### config.mk
export PLATFORM = sky130hd
export DESIGN_NAME = fsel_timing_seq
export DESIGN_NICKNAME = d
export VERILOG_FILES = /design/src/rtl/fsel_pkg.sv /design/src/rtl/fsel_sel_encode.sv /design/src/rtl/fsel_phase_timer.sv /design/src/rtl/fsel_clkgen.sv /design/src/rtl/fsel_timing_seq.sv
export SDC_FILE = /design/constraint.sdc
export NUM_CORES = 1
export LEC_CHECK = 0
export ABC_AREA = 1
export ABC_CLOCK_PERIOD_IN_PS = 3200
export BUFFER_PORTS_ARGS = -buffer_cell sky130_fd_sc_hd__clkbuf_2
export CAP_MARGIN = 0
export CORE_MARGIN = 2
export CORE_UTILIZATION = 60
export DETAILED_ROUTE_END_ITERATION = 8
export PLACE_DENSITY = 0.83
export SLEW_MARGIN = 15
export SYNTH_ARGS = -nofsm -noshare
export SYNTH_HDL_FRONTEND = slang
export SYNTH_SLANG_ARGS = --single-unit
### constraint.sdc
create_clock -name clk -period 3.2 [get_ports clk]
set_input_delay 0.16 -clock clk [delete_from_list [all_inputs] [get_ports clk]]
set_output_delay 0.16 -clock clk [all_outputs]
set_load 0.005 [all_outputs]
### src/rtl/fsel_pkg.sv
package fsel_pkg;
  typedef enum logic [2:0] {
    ST_IDLE, ST_GAP, ST_SETUP, ST_CLK, ST_HOLD, ST_DESEL
  } phase_e;
endpackage

### src/rtl/fsel_sel_encode.sv
module fsel_sel_encode #(
  parameter int NCS = 4
) (
  input  logic           decode,
  input  logic [NCS-1:0] sel,
  output logic [NCS-1:0] pat
);
  localparam int SEL_W = (NCS > 1) ? $clog2(NCS) : 1;

  logic [NCS-1:0] onehot_n;

  for (genvar i = 0; i < NCS; i++) begin : g_line
    assign onehot_n[i] = (sel[SEL_W-1:0] != SEL_W'(i));
  end

  assign pat = decode ? sel : onehot_n;
endmodule

### src/rtl/fsel_phase_timer.sv
module fsel_phase_timer #(
  parameter int W = 14
) (
  input  logic         clk,
  input  logic         rst_n,
  input  logic         load,
  input  logic [W-1:0] val,
  output logic         done
);
  logic [W-1:0] cnt_q;

  always_ff @(posedge clk or negedge rst_n) begin
    if (!rst_n)            cnt_q <= '0;
    else if (load)         cnt_q <= val;
    else if (cnt_q != '0)  cnt_q <= cnt_q - W'(1);
  end

  assign done = (cnt_q == '0);

  // Phase lengths in R5-R7 rely on a strict one-per-cycle countdown
  p_countdown_r5: assert property (@(posedge clk) disable iff (!rst_n)
    (!load && cnt_q != '0) |=> (cnt_q == $past(cnt_q) - W'(1)));
endmodule

### src/rtl/fsel_clkgen.sv
module fsel_clkgen #(
  parameter int DIV_W  = 4,
  parameter int XFER_W = 8
) (
  input  logic              clk,
  input  logic              rst_n,
  input  logic              go,
  input  logic              run,
  input  logic [DIV_W-1:0]  div,
  input  logic              cpol,
  input  logic              cpha,
  input  logic [XFER_W-1:0] cycles,
  output logic              sclk,
  output logic              launch,
  output logic              capture,
  output logic              last
);
  localparam int EW = XFER_W + 1;

  logic [DIV_W-1:0] half_q;
  logic [EW-1:0]    edges_q;
  logic             sclk_q, launch_q, capture_q;
  logic             tick, lead;

  assign tick = run && (half_q == '0);
  assign last = tick && (edges_q == EW'(1));
  assign lead = ~edges_q[0];

  always_ff @(posedge clk or negedge rst_n) begin
    if (!rst_n) begin
      half_q    <= '0;
      edges_q   <= '0;
      sclk_q    <= 1'b0;
      launch_q  <= 1'b0;
      capture_q <= 1'b0;
    end else begin
      launch_q  <= tick && (lead == cpha);
      capture_q <= tick && (lead != cpha);
      if (go) begin
        half_q  <= div;
        edges_q <= {cycles, 1'b0};
        sclk_q  <= cpol;
      end else if (run) begin
        if (tick) begin
          sclk_q  <= ~sclk_q;
          half_q  <= div;
          edges_q <= edges_q - EW'(1);
        end else begin
          half_q  <= half_q - DIV_W'(1);
        end
      end else begin
        sclk_q <= cpol;
      end
    end
  end

  assign sclk    = sclk_q;
  assign launch  = launch_q;
  assign capture = capture_q;

  p_strobe_excl_r9: assert property (@(posedge clk) disable iff (!rst_n)
    !(launch_q && capture_q));
  p_strobe_on_edge_r9: assert property (@(posedge clk) disable iff (!rst_n)
    (launch_q || capture_q) |-> (sclk_q != $past(sclk_q)));
endmodule

### src/rtl/fsel_timing_seq.sv
module fsel_timing_seq #(
  parameter int NCS    = 4,
  parameter int DIV_W  = 4,
  parameter int DLY_W  = 8,
  parameter int XFER_W = 8
) (
  input  logic              clk,
  input  logic              rst_n,
  input  logic              enable,
  input  logic              start,
  input  logic [XFER_W-1:0] xfer_cycles,
  input  logic [DIV_W-1:0]  cfg_div,
  input  logic              cfg_cpol,
  input  logic              cfg_cpha,
  input  logic              cfg_decode,
  input  logic [NCS-1:0]    cfg_sel,
  input  logic [DLY_W-1:0]  cfg_t_desel,
  input  logic [DLY_W-1:0]  cfg_t_setup,
  input  logic [DLY_W-1:0]  cfg_t_hold,
  input  logic [DLY_W-1:0]  cfg_t_gap,
  output logic              sclk,
  output logic [NCS-1:0]    cs_n,
  output logic              launch,
  output logic              capture,
  output logic              busy
);
  import fsel_pkg::*;

  localparam int TMR_W = DLY_W + DIV_W + 2;

  // shadow configuration
  logic [DIV_W-1:0] div_q;
  logic             cpol_q, cpha_q, dec_q;
  logic [NCS-1:0]   sel_q;
  logic [DLY_W-1:0] tdes_q, tset_q, thold_q, tgap_q;

  phase_e            st_q, st_d;
  logic [XFER_W-1:0] xfer_q;
  logic [NCS-1:0]    pattern, last_pat_q;
  logic              last_vld_q;
  logic              cfg_open, accept, need_gap;
  logic              tmr_load, tmr_done, clk_go, clk_run, clk_last;
  logic [TMR_W-1:0]  tmr_val, hold_len, desel_len;

  assign cfg_open = !enable && (st_q == ST_IDLE);
  assign accept   = enable && start && (st_q == ST_IDLE);
  assign need_gap = last_vld_q && (last_pat_q != pattern);

  always_ff @(posedge clk or negedge rst_n) begin
    if (!rst_n) begin
      div_q  <= '0; cpol_q <= 1'b0; cpha_q <= 1'b0; dec_q <= 1'b0;
      sel_q  <= '0; tdes_q <= '0; tset_q <= '0; thold_q <= '0; tgap_q <= '0;
    end else if (cfg_open) begin
      div_q  <= cfg_div;     cpol_q <= cfg_cpol;    cpha_q  <= cfg_cpha;
      dec_q  <= cfg_decode;  sel_q  <= cfg_sel;     tdes_q  <= cfg_t_desel;
      tset_q <= cfg_t_setup; thold_q <= cfg_t_hold; tgap_q  <= cfg_t_gap;
    end
  end

  fsel_sel_encode #(.NCS(NCS)) u_enc (
    .decode (dec_q),
    .sel    (sel_q),
    .pat    (pattern)
  );

  // fixed extras folded into the loaded count (count+1 cycles per phase)
  assign hold_len  = TMR_W'(thold_q) + (TMR_W'(div_q) << 1) + TMR_W'(4);
  assign desel_len = TMR_W'(tdes_q)  + (TMR_W'(div_q) << 1) + TMR_W'(2);

  always_comb begin
    st_d     = st_q;
    tmr_load = 1'b0;
    tmr_val  = '0;
    clk_go   = 1'b0;
    unique case (st_q)
      ST_IDLE: if (accept) begin
        tmr_load = 1'b1;
        if (need_gap) begin st_d = ST_GAP;   tmr_val = TMR_W'(tgap_q); end
        else          begin st_d = ST_SETUP; tmr_val = TMR_W'(tset_q); end
      end
      ST_GAP: if (tmr_done) begin
        st_d = ST_SETUP; tmr_load = 1'b1; tmr_val = TMR_W'(tset_q);
      end
      ST_SETUP: if (tmr_done) begin
        if (xfer_q != '0) begin
          st_d = ST_CLK; clk_go = 1'b1;
        end else begin
          st_d = ST_HOLD; tmr_load = 1'b1; tmr_val = hold_len;
        end
      end
      ST_CLK: if (clk_last) begin
        st_d = ST_HOLD; tmr_load = 1'b1; tmr_val = hold_len;
      end
      ST_HOLD: if (tmr_done) begin
        st_d = ST_DESEL; tmr_load = 1'b1; tmr_val = desel_len;
      end
      ST_DESEL: if (tmr_done) st_d = ST_IDLE;
      default: st_d = ST_IDLE;
    endcase
  end

  always_ff @(posedge clk or negedge rst_n) begin
    if (!rst_n) begin
      st_q       <= ST_IDLE;
      xfer_q     <= '0;
      last_pat_q <= '1;
      last_vld_q <= 1'b0;
    end else begin
      st_q <= st_d;
      if (accept) begin
        xfer_q     <= xfer_cycles;
        last_pat_q <= pattern;
        last_vld_q <= 1'b1;
      end
    end
  end

  fsel_phase_timer #(.W(TMR_W)) u_tmr (
    .clk   (clk),
    .rst_n (rst_n),
    .load  (tmr_load),
    .val   (tmr_val),
    .done  (tmr_done)
  );

  assign clk_run = (st_q == ST_CLK);

  fsel_clkgen #(.DIV_W(DIV_W), .XFER_W(XFER_W)) u_clk (
    .clk     (clk),
    .rst_n   (rst_n),
    .go      (clk_go),
    .run     (clk_run),
    .div     (div_q),
    .cpol    (cpol_q),
    .cpha    (cpha_q),
    .cycles  (xfer_q),
    .sclk    (sclk),
    .launch  (launch),
    .capture (capture),
    .last    (clk_last)
  );

  assign cs_n = (st_q == ST_SETUP || st_q == ST_CLK || st_q == ST_HOLD) ? pattern : '1;
  assign busy = (st_q != ST_IDLE);

  p_idle_level_r2: assert property (@(posedge clk) disable iff (!rst_n)
    (st_q == ST_IDLE && $past(st_q) == ST_IDLE && $stable(cpol_q)) |-> (sclk == cpol_q));
  p_onehot_sel_r3: assert property (@(posedge clk) disable iff (!rst_n)
    !dec_q |-> $onehot0(~cs_n));
  p_no_select_idle_r10: assert property (@(posedge clk) disable iff (!rst_n)
    !busy |-> (cs_n == '1));
  p_cfg_frozen_r11: assert property (@(posedge clk) disable iff (!rst_n)
    busy |=> ($stable(div_q) && $stable(sel_q) && $stable(dec_q) && $stable(cpol_q)));
endmodule

==> metrics.cfg, run 1 <==
[status]
outcome = completed

[sta]
setup_tns_ps = 0
finClkSkew_ps = 9.40
worstMarginPinSlew_ps = 778
period_share_pct = 78.5
fin_crit_ps = 2510
finalMaxSlewViolations = 0
clock.fmax_ghz = 0.398
rsz0062_at_grt = false
slew_headroom_pct = 48.1
hold_viol_final = 0
finalSetupViolCount = 0

[route]
first_iter_violations = 291
wire_per_inst_um = 14.4
drt_pass1_iterations = 5
num_vias = 4204
finalWirelength_mm = 11.4
routed_via_density = 5.31
drc_errors = 0
antenna_left = 0

[power_and_ir_drop]
combPwrFrac_pct = 49.7
power_mw = 5.60
p_clk_share_pct = 13.0
p_leak_nw = 2.90
peakVddDrop_mv = 0.461
p_int_mw = 3.13
power_density_nw_per_um2 = 976
p_switching_mw = 2.47
seqPwrFrac_pct = 37.3
netSwitchingFraction_pct = 44.1

[floorplanning]
die_area_sq_um = 9310
initial_core_util_pct = 62.2
die_h_um = 96.5
core-area_sq_um = 8260
row_count = 33
die_x_um = 96.5
io_pins = 63

[synth]
synth.area.top_cells = dfrtp_1, nand2_1, inv_1
synth.top_cell.area_share_pct = 41.4
async_reset_ff_share_pct = 100
yosys.area.top_type = dfrtp_1
yosysUniqueCellTypes = 41
ys_ff_latch = 89
ys_warn_count = 0
synth_edf_count = 0
syn-num-nets = 694
syn_inst = 616
syn_area_per_cell_sq_um = 8.33
mappedNetlistArea_sq_um = 5130
yosysSeqAreaShare_pct = 43.5
synth_top_flop_cell = dfrtp_1

[hold_path]
hold_path_depth = 3
hold_path_class = in2reg

[placed_design]
dp_hpwl_mm = 8.59
place_congestion = 0.832
dp.cells = 770
portBuffers = 62

[clocking]
clock_sinks = 89
cts.path.max_buffers = 2
numCtsBuffers = 9
root_buffer = clkbuf_8
clkTransAtPathRegs_ps = 90
worstSkewPairLatency_ps = 360
h-tree-depth = 3
cts_resized = 0
cts_tree = built

[global_route]
track_usage_pct = 26.6
grt_pass1_vias = 4049
antenna_found_initial = 0
grt_max_degree = 67
grt_pass1_wl_mm = 19.0
overflow = 0

[setup_path]
cp-end-kind = flop
cp.required_ps = 3440
crit_slowest_cell = nand2_1
cp_max_fo = 12
start_kind = flop
critPathKind = reg2reg
reg2regPathDepth = 11
slowest_delay_ps = 420
arrival_ps = 2760
crit_chain = inv_1, ha_1, nand2_2, nor2_4, nand2_4, inv_2, nand2_1, nand2_1, inv_2, o211ai_1, o21ai_0

[job]
cap_violations = 0

[finish]
synthToLayoutAreaGrowth_pct = 11.7
num_antenna_cells = 0
layout-drive-gt1-share_pct = 20.4
instances_no_fill = 791
fin_nets = 759
fin_util_pct = 69.4

sequential cells by signal, summed over array words and instances, names as in the netlist:
signal         cells
dec_q              1
tset_q             8
cpha_q             1
u_clk.capture      1
u_clk.edges_q      9
u_tmr.cnt_q       14
thold_q            8
sel_q              4
tgap_q             8
div_q              4
tdes_q             8
u_clk.launch       1
st_q               3
last_pat_q         4
u_clk.half_q       4
last_vld_q         1
cpol_q             1
xfer_q             8
u_clk.sclk         1
kinds of logic after synthesis:
group | share of synthesized area (%)
simple gates | 24.4
buf+inv | 7.78
flops | 43.5
compound gates | 10.2
xor+xnor | 3.93
fa+ha+maj | 5.90
mux | 4.39
area by class of cell:
cell class	count	area [sq um]
inverter	80	300
fill	652	2520
timing repair buffer	70	385
multi-input combinational	431	2500
clock buffer	11	141
sequential	89	2230
tap	105	131
clock inverter	5	38.8
per-stage QoR:
| step | setup WS [ps] | hold slack [ps] | instance area, sq um |
|---|---|---|---|
| 2_1_floorplan | 1100 | -136 | 5130 |
| 3_5_place_dp | 766 | 156 | 5500 |
| 5_1_grt | 427 | 7.73 | 5730 |
| 3_3_place_gp | 876 | 143 | 5500 |
| 4_1_cts | 748 | 5.95 | 5730 |
| 6_report | 689 | 6.45 | 5730 |
synth_stat cells (9+ instances only):
cell / instances
nand3_1: 47
inv_1: 76
dfrtp_1: 85
a21oi_1: 34
nand2_1: 117
mux2_2: 19
a21oi_2: 12
xor2_1: 14
o21ai_0: 24
nor3_1: 9
xnor2_1: 9
nor2_1: 72
ha_1: 21
buf_2: 10
power groups by stage:
stage / sequential, mW / combinational (mW) / clock (mW)
global placement: 2.06 / 2.63 / 0
floorplan: 1.96 / 2.20 / 0
finish: 2.09 / 2.78 / 0.730
global route: 2.15 / 3.16 / 0.792
CTS: 2.07 / 2.77 / 0.742
detailed placement: 2.10 / 2.74 / 0
final timing paths:
path	from	to	slack, ps
setup / recovery	u_tmr.cnt_q[0]	u_clk.half_q[1]	690
hold / removal	xfer_cycles[4]	xfer_q[4]	6
setup reg to reg	u_tmr.cnt_q[0]	u_clk.half_q[1]	690
hold reg to reg	last_pat_q[2]	last_pat_q[2]	510
max in group asynchronous	rst_n	tgap_q[7]	2140
min in group asynchronous	rst_n	u_clk.edges_q[6]	280
layout by cell type, fill, tap and decap left out, types with 10 or more instances in the layout:
| cell | count |
|---|---|
| clkbuf_2 | 61 |
| clkbuf_8 | 10 |
| dfrtp_1 | 85 |
| o21ai_0 | 24 |
| a21oi_1 | 34 |
| a21oi_2 | 12 |
| inv_1 | 76 |
| nand2_1 | 117 |
| xor2_1 | 14 |
| mux2_2 | 19 |
| nand3_1 | 47 |
| nor2_1 | 72 |
| ha_1 | 21 |
critical path: cells and delay by family, from the launching register on:
kind / cells / cell delay, ps
simple gates: 5 / 1120
flops: 1 / 410
buf+inv: 3 / 360
compound gates: 2 / 290
fa+ha+maj: 1 / 230
routing by layer:
layer  wire length (um)  GRT usage (%)  vias up
met3                587           4.34       13
met5                  0              0        -
li1                   -              -     2133
met1               5350           38.1     1939
met4                116           6.22        0
met2               5340           42.7      119
repair_timing:
item / 4_1_cts / 5_1_grt
hold buffers: 5 / 0
endpoints found under the setup margin: 0 / 0
setup buffers: 0 / 0
hold endpoints to repair: 35 / 0
(Power assumes the default switching activity.)
==> run 2, diff against run 1 <==
- ABC_AREA: 1 -> 0
- ABC_CLOCK_PERIOD_IN_PS: 3200 -> 2300
- CORE_UTILIZATION: 60 -> 53
- PLACE_DENSITY: 0.83 -> 0.78
- clock period: 3.2 -> 2.3 ns (I/O delays scaled with it)
==> run 2 against run 1 <==
The flow now finishes with violations (negative setup slack). First-iteration DRC count is 19% higher. Synthesized cell count is 19% lower. Area after synthesis is 2.9% lower. Global-route usage is 1.1 points higher. Register-to-register slack worse by 840 ps. Highest routed layer unchanged. Routed wire length is 24% higher. Total power is 42% lower. Via count is 11% higher. Hold slack better by 160 ps. Fmax is 2.3% higher. Clock skew is 4.4 ps higher. Critical path depth is 1 lower.
==> metrics.cfg, run 2 <==
[status]
outcome = finished, violations left  ; was completed
violations = negative setup slack

[global_route]
grt_pass1_vias = 4625  ; was 4049
grt_max_degree = 51  ; was 67
overflow = 0  ; unchanged
track_usage_pct = 27.7  ; was 26.6%
grt_pass1_wl_mm = 22.3  ; was 19.0 mm
antenna_found_initial = 0  ; unchanged

[clocking]
clock_sinks = 89  ; unchanged
root_buffer = clkbuf_8  ; unchanged
clkTransAtPathRegs_ps = 100  ; was 90 ps
worstSkewPairLatency_ps = 370  ; was 360 ps
numCtsBuffers = 9  ; unchanged
cts_tree = built  ; unchanged
h-tree-depth = 3  ; unchanged
cts.path.max_buffers = 2  ; unchanged

[power_and_ir_drop]
power_density_nw_per_um2 = 477  ; was 976 nW/um^2
peakVddDrop_mv = 0.333  ; was 0.461 mV
power_mw = 3.23  ; was 5.60 mW
p_leak_nw = 3.17  ; was 2.90 nW

[finish]
fin_nets = 748  ; was 759
final_common_cell = dfrtp_1  ; was nand2_1
largest_reg_flops = 14  ; unchanged
synthToLayoutAreaGrowth_pct = 36.0  ; was 11.7%
fin_util_pct = 73.7  ; was 69.4%
regMostFlops = u_tmr.cnt_q  ; unchanged
num_antenna_cells = 0  ; unchanged
final_cell_area_sq_um = 6780  ; was 5730 sq um
largest_registers = u_tmr.cnt_q (14), u_clk.edges_q (9)  ; unchanged
final_cell_mix = dfrtp_1, nand2_1, clkbuf_2  ; was nand2_1, dfrtp_1, inv_1
multi_input_comb_area_sq_um = 2760  ; was 2500 sq um
fillers = 596  ; was 652
regArea_sq_um = 2230  ; unchanged
layout-drive-gt1-share_pct = 33.5  ; was 20.4%

[sta]
slew_headroom_pct = 51.5  ; was 48.1%
finalMaxSlewViolations = 0  ; unchanged
finalSetupViolCount = 26  ; was 0
worstMarginPinSlew_ps = 726  ; was 778 ps
period_share_pct = 107  ; was 78.5%
finClkSkew_ps = 13.8  ; was 9.40 ps
hold_viol_final = 0  ; unchanged
fin_ws_ps = -155  ; was 689 ps
fin_crit_ps = 2460  ; was 2510 ps
hold_slack_ps = 166  ; was 6.45 ps
clock.fmax_ghz = 0.407  ; was 0.398 GHz
rsz0062_at_grt = true  ; was false

[route]
routed_via_density = 5.92  ; was 5.31
first_iter_violations = 346  ; was 291
drt_pass1_iterations = 5  ; unchanged
antenna_left = 0  ; unchanged
num_vias = 4650  ; was 4204
finalWirelength_mm = 14.2  ; was 11.4 mm
drc_errors = 0  ; unchanged
wire_per_inst_um = 18.0  ; was 14.4 um

[synth]
yosysUniqueCellTypes = 66  ; was 41
synthTopCellsByCount = dfrtp_1, nand2_1, mux2_2, nor2_1, o21ai_0  ; was nand2_1, dfrtp_1, inv_1, nor2_1, nand3_1
yosys.area.top_type = dfrtp_1  ; unchanged
synth_top_flop_cell = dfrtp_1  ; unchanged
yosysSeqAreaShare_pct = 44.8  ; was 43.5%
synth.area.top_cells = dfrtp_1, mux2_2, nand2_1  ; was dfrtp_1, nand2_1, inv_1
syn_area_per_cell_sq_um = 9.92  ; was 8.33 sq um
async_reset_ff_share_pct = 100  ; unchanged
synthMostInstantiatedCell = dfrtp_1  ; was nand2_1
ys_ff_latch = 89  ; unchanged
synth.top_cell.area_share_pct = 42.7  ; was 41.4%
syn-num-nets = 580  ; was 694
ys_warn_count = 0  ; unchanged
mappedNetlistArea_sq_um = 4980  ; was 5130 sq um
syn_inst = 502  ; was 616
synth_edf_count = 0  ; unchanged

[setup_path]
r2r_end = u_tmr.cnt_q[0]  ; was u_clk.half_q[1]
critPathKind = reg2reg  ; unchanged
cp.required_ps = 2600  ; was 3440 ps
cp_max_fo = 8  ; was 12
r2r_slack_ps = -160  ; was 690 ps
rr_startpoint = u_tmr.cnt_q[1]  ; was u_tmr.cnt_q[0]
crit_start = u_tmr.cnt_q[1]  ; was u_tmr.cnt_q[0]
reg2regPathDepth = 10  ; was 11
arrival_ps = 2760  ; about the same
start_kind = flop  ; unchanged
cp-end-kind = flop  ; unchanged

[floorplanning]
io_pins = 63  ; unchanged
die_area_sq_um = 10200  ; was 9310 sq um
die_h_um = 101  ; was 96.5 um
initial_core_util_pct = 54.2  ; was 62.2%
die_x_um = 101  ; was 96.5 um
core-area_sq_um = 9200  ; was 8260 sq um
row_count = 35  ; was 33

[hold_path]
hold_path_class = in2reg  ; unchanged
worstHoldEndpoint = u_tmr.cnt_q[6]  ; was xfer_q[4]
min-delay-start = start  ; was xfer_cycles[4]
hold_path_depth = 3  ; unchanged

[placed_design]
portBuffers = 62  ; unchanged
dp_hpwl_mm = 9.11  ; was 8.59 mm
place_congestion = 0.939  ; was 0.832
detailed_place.area_sq_um = 5780  ; was 5500 sq um

[job]
cap_violations = 0  ; unchanged

## run 2: logic make-up after synthesis
logic type | after synthesis | synth area share (%)
AOI/OAI and AO/OA | 107 | 14.4
xor gates and xnor gates | 23 | 4.04
adders and majority gates | 23 | 6.08
buffers and inverters | 40 | 3.29
DFF | 89 | 44.8
muxes | 49 | 10.9
and+or+nand+nor | 171 | 16.5
## run 2: how the worst max path moves through the flow
stage                     endpoint  slack, ps  depth (start not counted)
floorplan           u_tmr.cnt_q[1]        -20                          9
global placement    u_tmr.cnt_q[6]        -30                          9
detailed placement  u_tmr.cnt_q[1]       -100                          8
CTS                 u_tmr.cnt_q[6]        -10                          9
global route        u_tmr.cnt_q[0]       -200                         10
finish              u_tmr.cnt_q[0]       -160                         10
## run 2: critical path, cell delays in order, from the launching register on
cell	delay [ps]
dfrtp_1	410
inv_1	80
ha_2	180
or4b_4	490
nand3b_4	200
buf_8	170
o311ai_4	330
buf_4	190
buf_4	140
nor2_1	70
a31oi_1	130
## run 2: final cells by class
cell class                 count  share of cell area (%)
clock buffer                  11                    2.09
clock inverter                 5                   0.923
inverter                      21                    1.20
multi-input combinational    373                    40.7
sequential                    89                    32.9
tap                          111                    2.05
timing repair buffer         176                    20.1
## run 2: timing repair
action / in CTS / in global routing
setup endpoints to repair: 16 / 28
pin swaps: 7 / 16
hold endpoints to repair: 86 / 0
buffers inserted: 2 / 8
cloned: 1 / 0
hold buffers: 52 / 0
gates resized for setup: 21 / 39
## run 2: through the flow
stage | cells | setup slack (ps) | setup TNS [ps]
6_report | 786 | -155 | -1560
5_1_grt | 786 | -198 | -3060
4_1_cts | 778 | -14.1 | -22.7
3_3_place_gp | 707 | -25.7 | -25.7
2_1_floorplan | 502 | -15.2 | -15.2
3_5_place_dp | 707 | -95.7 | -561
## run 2: layer usage
metal  vias to the layer above  wire (um)  track usage [%]
li1                       2127          -                -
met1                      2275       5840             34.9
met2                       204       7110             48.6
met3                        44        699             3.26
met4                         0        499             11.2
met5                         -          0                0
## run 2: where the power goes
group	switching, mW	internal (mW)
Clock	0.620	0.539
Combinational	0.193	0.228
Sequential	0.0389	1.61
Total	0.852	2.38
